**src/rtl/rstseq_pkg.sv**
```systemverilog
package rstseq_pkg;

    typedef enum logic [2:0] {
        ST_HOLD    = 3'd0,
        ST_CLKON   = 3'd1,
        ST_FLASH   = 3'd2,
        ST_PADWAIT = 3'd3,
        ST_RUN     = 3'd4
    } rst_state_e;

    localparam int OPT_W = 8;

endpackage

```
**src/rtl/rst_pad_filter.sv**
```systemverilog
module rst_pad_filter #(
    parameter int FILT_CYCLES = 4
) (
    input  logic clk,
    input  logic por_n,
    input  logic pad_in,
    output logic pad_low
);
    localparam int CW = $clog2(FILT_CYCLES + 1);

    logic          sync1_q;
    logic          sync2_q;
    logic [CW-1:0] low_cnt_q;

    // two-flop synchronizer, idle level high
    always_ff @(posedge clk or negedge por_n) begin
        if (!por_n) begin
            sync1_q <= 1'b1;
            sync2_q <= 1'b1;
        end else begin
            sync1_q <= pad_in;
            sync2_q <= sync1_q;
        end
    end

    // count consecutive low samples, saturating at the filter length;
    // a single high sample clears the count at once
    always_ff @(posedge clk or negedge por_n) begin
        if (!por_n) begin
            low_cnt_q <= '0;
        end else if (sync2_q) begin
            low_cnt_q <= '0;
        end else if (low_cnt_q != CW'(FILT_CYCLES)) begin
            low_cnt_q <= low_cnt_q + CW'(1);
        end
    end

    assign pad_low = (low_cnt_q == CW'(FILT_CYCLES));

endmodule

```
**src/rtl/rst_opt_capture.sv**
```systemverilog
module rst_opt_capture #(
    parameter int                 NVM_AW   = 10,
    parameter logic [NVM_AW-1:0]  OPT_ADDR = '0
) (
    input  logic                          clk,
    input  logic                          por_n,
    input  logic                          clear,
    input  logic                          active,
    output logic                          nvm_rd_req,
    output logic [NVM_AW-1:0]             nvm_addr,
    input  logic                          nvm_rd_valid,
    input  logic [rstseq_pkg::OPT_W-1:0]  nvm_rd_data,
    output logic [rstseq_pkg::OPT_W-1:0]  opt_byte,
    output logic                          got
);
    logic                         got_q;
    logic [rstseq_pkg::OPT_W-1:0] opt_q;

    always_ff @(posedge clk or negedge por_n) begin
        if (!por_n) begin
            got_q <= 1'b0;
            opt_q <= '1;
        end else if (clear) begin
            got_q <= 1'b0;
        end else if (active && !got_q && nvm_rd_valid) begin
            got_q <= 1'b1;
            opt_q <= nvm_rd_data;
        end
    end

    assign nvm_rd_req = active && !got_q;
    assign nvm_addr   = OPT_ADDR;
    assign opt_byte   = opt_q;
    assign got        = got_q;

endmodule

```
**src/rtl/rst_seq_fsm.sv**
```systemverilog
module rst_seq_fsm
    import rstseq_pkg::*;
#(
    parameter int NUM_BUS = 2
) (
    input  logic               clk,
    input  logic               por_n,
    input  logic               pad_low,
    input  logic               flash_done,
    input  logic               opt_got,
    output logic               pad_oe,
    output logic               clkgen_en,
    output logic               sysclk_en,
    output logic               flashclk_en,
    output logic [NUM_BUS-1:0] busclk_en,
    output logic               core_clk_en,
    output logic               flash_rst_n,
    output logic               sys_rst_n,
    output logic               opt_clear,
    output logic               opt_active,
    output logic               last_rst_pin
);
    rst_state_e state_q;
    rst_state_e state_d;
    logic       last_pin_q;
    logic       clk_on;

    // next state
    always_comb begin
        state_d = state_q;
        unique case (state_q)
            ST_HOLD:    state_d = ST_CLKON;
            ST_CLKON:   state_d = ST_FLASH;
            ST_FLASH:   if (flash_done && opt_got) state_d = ST_PADWAIT;
            ST_PADWAIT: if (!pad_low)              state_d = ST_RUN;
            ST_RUN:     if (pad_low)               state_d = ST_HOLD;
            default:    state_d = ST_HOLD;
        endcase
    end

    // state register
    always_ff @(posedge clk or negedge por_n) begin
        if (!por_n) state_q <= ST_HOLD;
        else        state_q <= state_d;
    end

    // reset-source record, cleared only by power-on
    always_ff @(posedge clk or negedge por_n) begin
        if (!por_n)                         last_pin_q <= 1'b0;
        else if (state_q == ST_RUN && pad_low) last_pin_q <= 1'b1;
    end

    // outputs decoded from the state
    always_comb begin
        pad_oe      = 1'b1;
        clkgen_en   = 1'b1;
        clk_on      = 1'b0;
        core_clk_en = 1'b0;
        flash_rst_n = 1'b0;
        sys_rst_n   = 1'b0;
        opt_clear   = 1'b0;
        opt_active  = 1'b0;
        unique case (state_q)
            ST_HOLD: begin
                opt_clear = 1'b1;
            end
            ST_CLKON: begin
                clk_on = 1'b1;
            end
            ST_FLASH: begin
                clk_on      = 1'b1;
                flash_rst_n = 1'b1;
                opt_active  = 1'b1;
            end
            ST_PADWAIT: begin
                pad_oe      = 1'b0;
                clk_on      = 1'b1;
                flash_rst_n = 1'b1;
            end
            ST_RUN: begin
                pad_oe      = 1'b0;
                clk_on      = 1'b1;
                flash_rst_n = 1'b1;
                core_clk_en = 1'b1;
                sys_rst_n   = 1'b1;
            end
            default: begin
                opt_clear = 1'b1;
            end
        endcase
    end

    assign sysclk_en   = clk_on;
    assign flashclk_en = clk_on;

    for (genvar g = 0; g < NUM_BUS; g++) begin : g_bus_en
        assign busclk_en[g] = clk_on;
    end

    assign last_rst_pin = last_pin_q;

endmodule

```
**src/rtl/rst_sequencer.sv**
```systemverilog
module rst_sequencer #(
    parameter int                FILT_CYCLES = 4,
    parameter int                NUM_BUS     = 2,
    parameter int                NVM_AW      = 10,
    parameter logic [NVM_AW-1:0] OPT_ADDR    = 10'h00D
) (
    input  logic               clk,
    input  logic               por_n,
    input  logic               pad_in,
    output logic               pad_oe,
    output logic               pad_do,
    output logic               clkgen_en,
    output logic               sysclk_en,
    output logic               flashclk_en,
    output logic [NUM_BUS-1:0] busclk_en,
    output logic               core_clk_en,
    output logic               flash_rst_n,
    input  logic               flash_done,
    output logic               nvm_rd_req,
    output logic [NVM_AW-1:0]  nvm_addr,
    input  logic               nvm_rd_valid,
    input  logic [7:0]         nvm_rd_data,
    output logic [7:0]         opt_byte,
    output logic               last_rst_pin,
    output logic               sys_rst_n
);
    logic pad_low;
    logic opt_got;
    logic opt_clear;
    logic opt_active;

    rst_pad_filter #(
        .FILT_CYCLES (FILT_CYCLES)
    ) i_filter (
        .clk     (clk),
        .por_n   (por_n),
        .pad_in  (pad_in),
        .pad_low (pad_low)
    );

    rst_opt_capture #(
        .NVM_AW   (NVM_AW),
        .OPT_ADDR (OPT_ADDR)
    ) i_opt (
        .clk          (clk),
        .por_n        (por_n),
        .clear        (opt_clear),
        .active       (opt_active),
        .nvm_rd_req   (nvm_rd_req),
        .nvm_addr     (nvm_addr),
        .nvm_rd_valid (nvm_rd_valid),
        .nvm_rd_data  (nvm_rd_data),
        .opt_byte     (opt_byte),
        .got          (opt_got)
    );

    rst_seq_fsm #(
        .NUM_BUS (NUM_BUS)
    ) i_fsm (
        .clk          (clk),
        .por_n        (por_n),
        .pad_low      (pad_low),
        .flash_done   (flash_done),
        .opt_got      (opt_got),
        .pad_oe       (pad_oe),
        .clkgen_en    (clkgen_en),
        .sysclk_en    (sysclk_en),
        .flashclk_en  (flashclk_en),
        .busclk_en    (busclk_en),
        .core_clk_en  (core_clk_en),
        .flash_rst_n  (flash_rst_n),
        .sys_rst_n    (sys_rst_n),
        .opt_clear    (opt_clear),
        .opt_active   (opt_active),
        .last_rst_pin (last_rst_pin)
    );

    // open-drain pad: only ever pulled low
    assign pad_do = 1'b0;

endmodule

```
**config.mk**
```make
export PLATFORM = sky130hd
export DESIGN_NAME = rst_sequencer
export DESIGN_NICKNAME = d
export VERILOG_FILES = /design/src/rtl/rstseq_pkg.sv /design/src/rtl/rst_pad_filter.sv /design/src/rtl/rst_opt_capture.sv /design/src/rtl/rst_seq_fsm.sv /design/src/rtl/rst_sequencer.sv
export SDC_FILE = /design/constraint.sdc
export NUM_CORES = 1
export LEC_CHECK = 0
export ABC_CLOCK_PERIOD_IN_PS = 2940
export BUFFER_PORTS_ARGS = -buffer_cell sky130_fd_sc_hd__buf_2
export CAP_MARGIN = 20
export CORE_MARGIN = 5
export CORE_UTILIZATION = 48
export DETAILED_ROUTE_END_ITERATION = 16
export MAX_ROUTING_LAYER = met4
export PLACE_DENSITY = 0.83
export SLEW_MARGIN = 25
export SYNTH_ARGS = -nofsm -noshare
export SYNTH_HDL_FRONTEND = slang
export SYNTH_SLANG_ARGS = --single-unit
export TNS_END_PERCENT = 5
```
**constraint.sdc**
```tcl
create_clock -name clk -period 2.94 [get_ports clk]
set_clock_uncertainty 0.15 [all_clocks]
set_input_delay 0.588 -clock clk [delete_from_list [all_inputs] [get_ports clk]]
set_output_delay 0.588 -clock clk [all_outputs]
set_load 0.01 [all_outputs]
```
==> summary.md <==
| Metric | Value |
|---|---|
| DP HPWL | 1230 µm |
| Path category of the worst min-delay check | input pin to async pin |
| Fraction of synthesized cell area in xor and xnor cells | 1.96% |
| Share of cells above drive strength 1 | 57.3% |
| Total count of max-transition violations in the final report | 0 |
| Number of antenna cells inserted | 0 |
| Data arrival, critical path | 1.59 ns |
| Root Buffer Master | sky130_fd_sc_hd__clkbuf_4 |
| Post-CTS Hold Fix Bufs | 0 |
| Leakage | 0.516 nW |
| Total negative slack for setup checks | 0 ns |
| RePlAce Congestion | 0.749 |
| Clock sinks | 18 |
| Synth Cell Area | 892 µm² |
| Number of top-level pins | 43 |
| Pin count of the biggest net entering global routing | 19 |
| Wire length of the first global-routing pass | 2280 µm |
| Deepest clock path buffer count | 2 |
| Top delay family on crit path | simple AND/OR/NAND/NOR gates |
| Clock insertion delay at the later pin of the skew report | 0.28 ns |
| Multi-input gate area in the final layout | 339 µm² |
| X dimension of the die | 53.1 µm |
| Worst setup SP type | flop |
| Final Instance Area | 1030 µm² |
| Routed vias/inst | 4.46 |
| Number of global-route vias before repair | 540 |
| Residual DRC | 0 |
| Reg2reg setup slack | 1.41 ns |
| Share of synthesized area spent on multiplexers | 10.1% |
| Area of the core | 1750 µm² |
| Filler instances | 157 |
| DIE AREA | 2820 µm² |
| Post-layout power | 1.12 mW |
| Initial DRC count | 5 |
| Number of antenna violations at the first check in global routing | 0 |
| Share of synthesized cell area in full adder, half adder and majority cells | 2.81% |
| Mean instance size in the synthesized netlist | 11.9 µm² |
| Hold slack final | 0.0633 ns |
| Worst Setup Path Type | flop to primary output |
| Count of cell types in the netlist | 23 |
| Count of state elements after synthesis | 18 |
| Slowest cell on the critical path | sky130_fd_sc_hd__nor3b_1 |
| Routed vias | 571 |
| Initial DRT Pass Iterations | 2 |
| Worst flop-to-flop path startpoint | i_fsm.state_q[0]$_DFFE_PN0P_ |
| Clock H-tree levels | 1 |
| IO buf count | 30 |
| Routed Wire Length | 1480 µm |
| Nature of the critical path endpoint | primary output |
| Main combinational cell family by area after synthesis | buffers and inverters |
| Area of placed instances | 991 µm² |
| Wirelength per Cell | 11.6 µm |
| Ratio of final minimum period to clock period | 79.3% |
| Required time of the worst setup path | 2.20 ns |
| Overflow after GRT | 0 |
| Sequence of cells on the critical path | nor3b_1 > or2_2 > buf_2 |
| Register area | 463 µm² |
| Cts repair resizes | 0 |
| Complex-gate fraction of the synthesized area | 5.33% |
| Setup repair bufs after CTS | 0 |
| Launching element of the worst setup path | i_fsm.state_q[2]$_DFFE_PN0P_ |
| Unrepaired setup endpoints after global routing | no |
| Area fraction in and, or, nand and nor cells after synthesis | 12.8% |
| CTS buffer count | 3 |
| Sequential cell area fraction in the yosys report | 51.9% |
| Clock slew at the register clock pins of the worst setup and hold paths | 0.10 ns |
| Max Clock Freq | 429 MHz |
| Buf/Inv on CP | 1 |
| CP max stage delay | 0.51 ns |
| Post-layout util | 58.9% |
| Initial core utilization | 51.1% |
| Number of cell rows | 15 |
| Die Height | 53.1 µm |
| Final-report setup violation count | 0 |
| Transition time at the pin with the least slew margin | 0.551 ns |
| Final count of hold timing violations | 0 |
| Max capacitance violation total | 0 |
| Count of antenna-violating nets left after detailed routing | 0 |
| Largest voltage drop on the vdd net | 0.520 mV |
| Worst-path fanout max | 6 |
| Post-layout nets | 119 |
| Synthesized instance count | 75 |
| Shortest clock period the worst path allows after layout | 2.33 ns |
| Yosys Warn Count | 0 |
| CTS tree | done |
| Synthesis-to-layout area growth | 15.1% |
| Power Dens Cells | 1090 nW/µm² |
| GR Util All Layers | 11.4% |
| Outcome | complete, no violations |
| Slew Limit Headroom | 63.2% |
[cell usage in the layout, fill, tap and decap left out]
cell,synthesis,routed
sky130_fd_sc_hd__nand2_1,4,4
sky130_fd_sc_hd__a31o_2,1,1
sky130_fd_sc_hd__ha_1,2,2
sky130_fd_sc_hd__mux2_2,8,8
sky130_fd_sc_hd__or2_2,1,1
sky130_fd_sc_hd__a21oi_1,4,4
sky130_fd_sc_hd__clkbuf_8,0,1
sky130_fd_sc_hd__nor2_1,4,4
sky130_fd_sc_hd__nand3_1,1,1
sky130_fd_sc_hd__xnor2_1,2,2
sky130_fd_sc_hd__dfrtp_1,8,8
sky130_fd_sc_hd__nor3b_1,1,1
sky130_fd_sc_hd__clkbuf_4,0,3
sky130_fd_sc_hd__nand4_1,1,1
sky130_fd_sc_hd__conb_1,2,12
sky130_fd_sc_hd__and3_2,1,1
sky130_fd_sc_hd__nand2_4,1,1
sky130_fd_sc_hd__nor2b_1,1,1
sky130_fd_sc_hd__buf_2,0,30
sky130_fd_sc_hd__nor4b_4,1,1
sky130_fd_sc_hd__a22o_2,1,1
sky130_fd_sc_hd__dfstp_2,10,10
sky130_fd_sc_hd__inv_1,2,2
sky130_fd_sc_hd__nor3_1,2,2
sky130_fd_sc_hd__a21o_2,1,1
[per-stage QoR]
stage / setup slack (ns) / cells
4_1_cts: 0.609 / 128
2_1_floorplan: 0.977 / 85
5_1_grt: 0.493 / 128
6_report: 0.609 / 128
3_5_place_dp: 0.935 / 124
3_3_place_gp: 1.02 / 124
[where the power goes]
group | internal [mW] | switching, mW
logic | 0.253 | 0.256
registers | 0.384 | 0.0802
clock network | 0.0752 | 0.0681
total | 0.712 | 0.404
[per-layer routing]
| layer | up-vias | wire (µm) | GRT usage (%) |
|---|---|---|---|
| met4 | 0 | 0 | 2.55 |
| met3 | 0 | 163 | 2.82 |
| met1 | 262 | 621 | 12.9 |
| met5 | - | 0 | - |
| li1 | 280 | - | - |
| met2 | 29 | 695 | 20.0 |
[logic make-up (layout without fill, tap and decap cells)]
logic type	Yosys count	in the layout
flip-flops	18	18
XOR/XNOR	2	2
buffers and inverters	18	36
AND/OR/NAND/NOR	18	18
AO/OA/AOI/OAI	7	7
multiplexers	8	8
adder cells (fa/ha/maj)	2	2
other	2	12
[worst reg2reg max path, cell delays in order (launching register included)]
cell	delay [ns]
sky130_fd_sc_hd__dfrtp_1	0.47
sky130_fd_sc_hd__nor4b_4	0.40
sky130_fd_sc_hd__nand2_4	0.14
sky130_fd_sc_hd__mux2_2	0.30
[layout make-up]
class,count,share of cell area (%)
timing repair buffer,30,14.6
inverter,2,0.731
multi-input combinational,49,33.0
sequential,18,45.1
clock buffer,4,3.53
tap,25,3.05
[path summary, 6_finish.rpt]
check,cells past startpoint,end
max,3,flash_rst_n
min,1,i_fsm.state_q[0]$_DFFE_PN0P_
max reg2reg,3,i_opt.opt_byte[5]$_DFFE_PN1P_
min reg2reg,0,i_filter.sync2_q$_DFF_PN1_
max in group asynchronous,1,i_opt.opt_byte[2]$_DFFE_PN1P_
min in group clk,0,i_filter.sync2_q$_DFF_PN1_
[synth_stat cells]
library cell / count / area, µm²
sky130_fd_sc_hd__nor2_1: 4 / 15.0
sky130_fd_sc_hd__nor4b_4: 1 / 23.8
sky130_fd_sc_hd__nand4_1: 1 / 6.26
sky130_fd_sc_hd__buf_4: 16 / 120
sky130_fd_sc_hd__inv_1: 2 / 7.51
sky130_fd_sc_hd__dfrtp_1: 8 / 200
sky130_fd_sc_hd__nand2_4: 1 / 11.3
sky130_fd_sc_hd__a21o_2: 1 / 8.76
sky130_fd_sc_hd__conb_1: 2 / 7.51
sky130_fd_sc_hd__mux2_2: 8 / 90.1
sky130_fd_sc_hd__nor3b_1: 1 / 7.51
sky130_fd_sc_hd__ha_1: 2 / 25.0
sky130_fd_sc_hd__nor2b_1: 1 / 6.26
sky130_fd_sc_hd__dfstp_2: 10 / 263
sky130_fd_sc_hd__nand3_1: 1 / 5.00
sky130_fd_sc_hd__nor3_1: 2 / 10.0
sky130_fd_sc_hd__and3_2: 1 / 7.51
sky130_fd_sc_hd__nand2_1: 4 / 15.0
sky130_fd_sc_hd__a31o_2: 1 / 8.76
sky130_fd_sc_hd__a21oi_1: 4 / 20.0
sky130_fd_sc_hd__xnor2_1: 2 / 17.5
sky130_fd_sc_hd__or2_2: 1 / 6.26
sky130_fd_sc_hd__a22o_2: 1 / 10.0
[state kept, by name, indices dropped and copies added (netlist names)]
register / cells
i_filter.low_cnt_q: 3
i_opt.opt_byte: 8
i_filter.sync1_q: 1
i_fsm.last_rst_pin: 1
i_opt.got: 1
i_filter.sync2_q: 1
i_fsm.state_q: 3
Power figures use the tool's default switching activity.
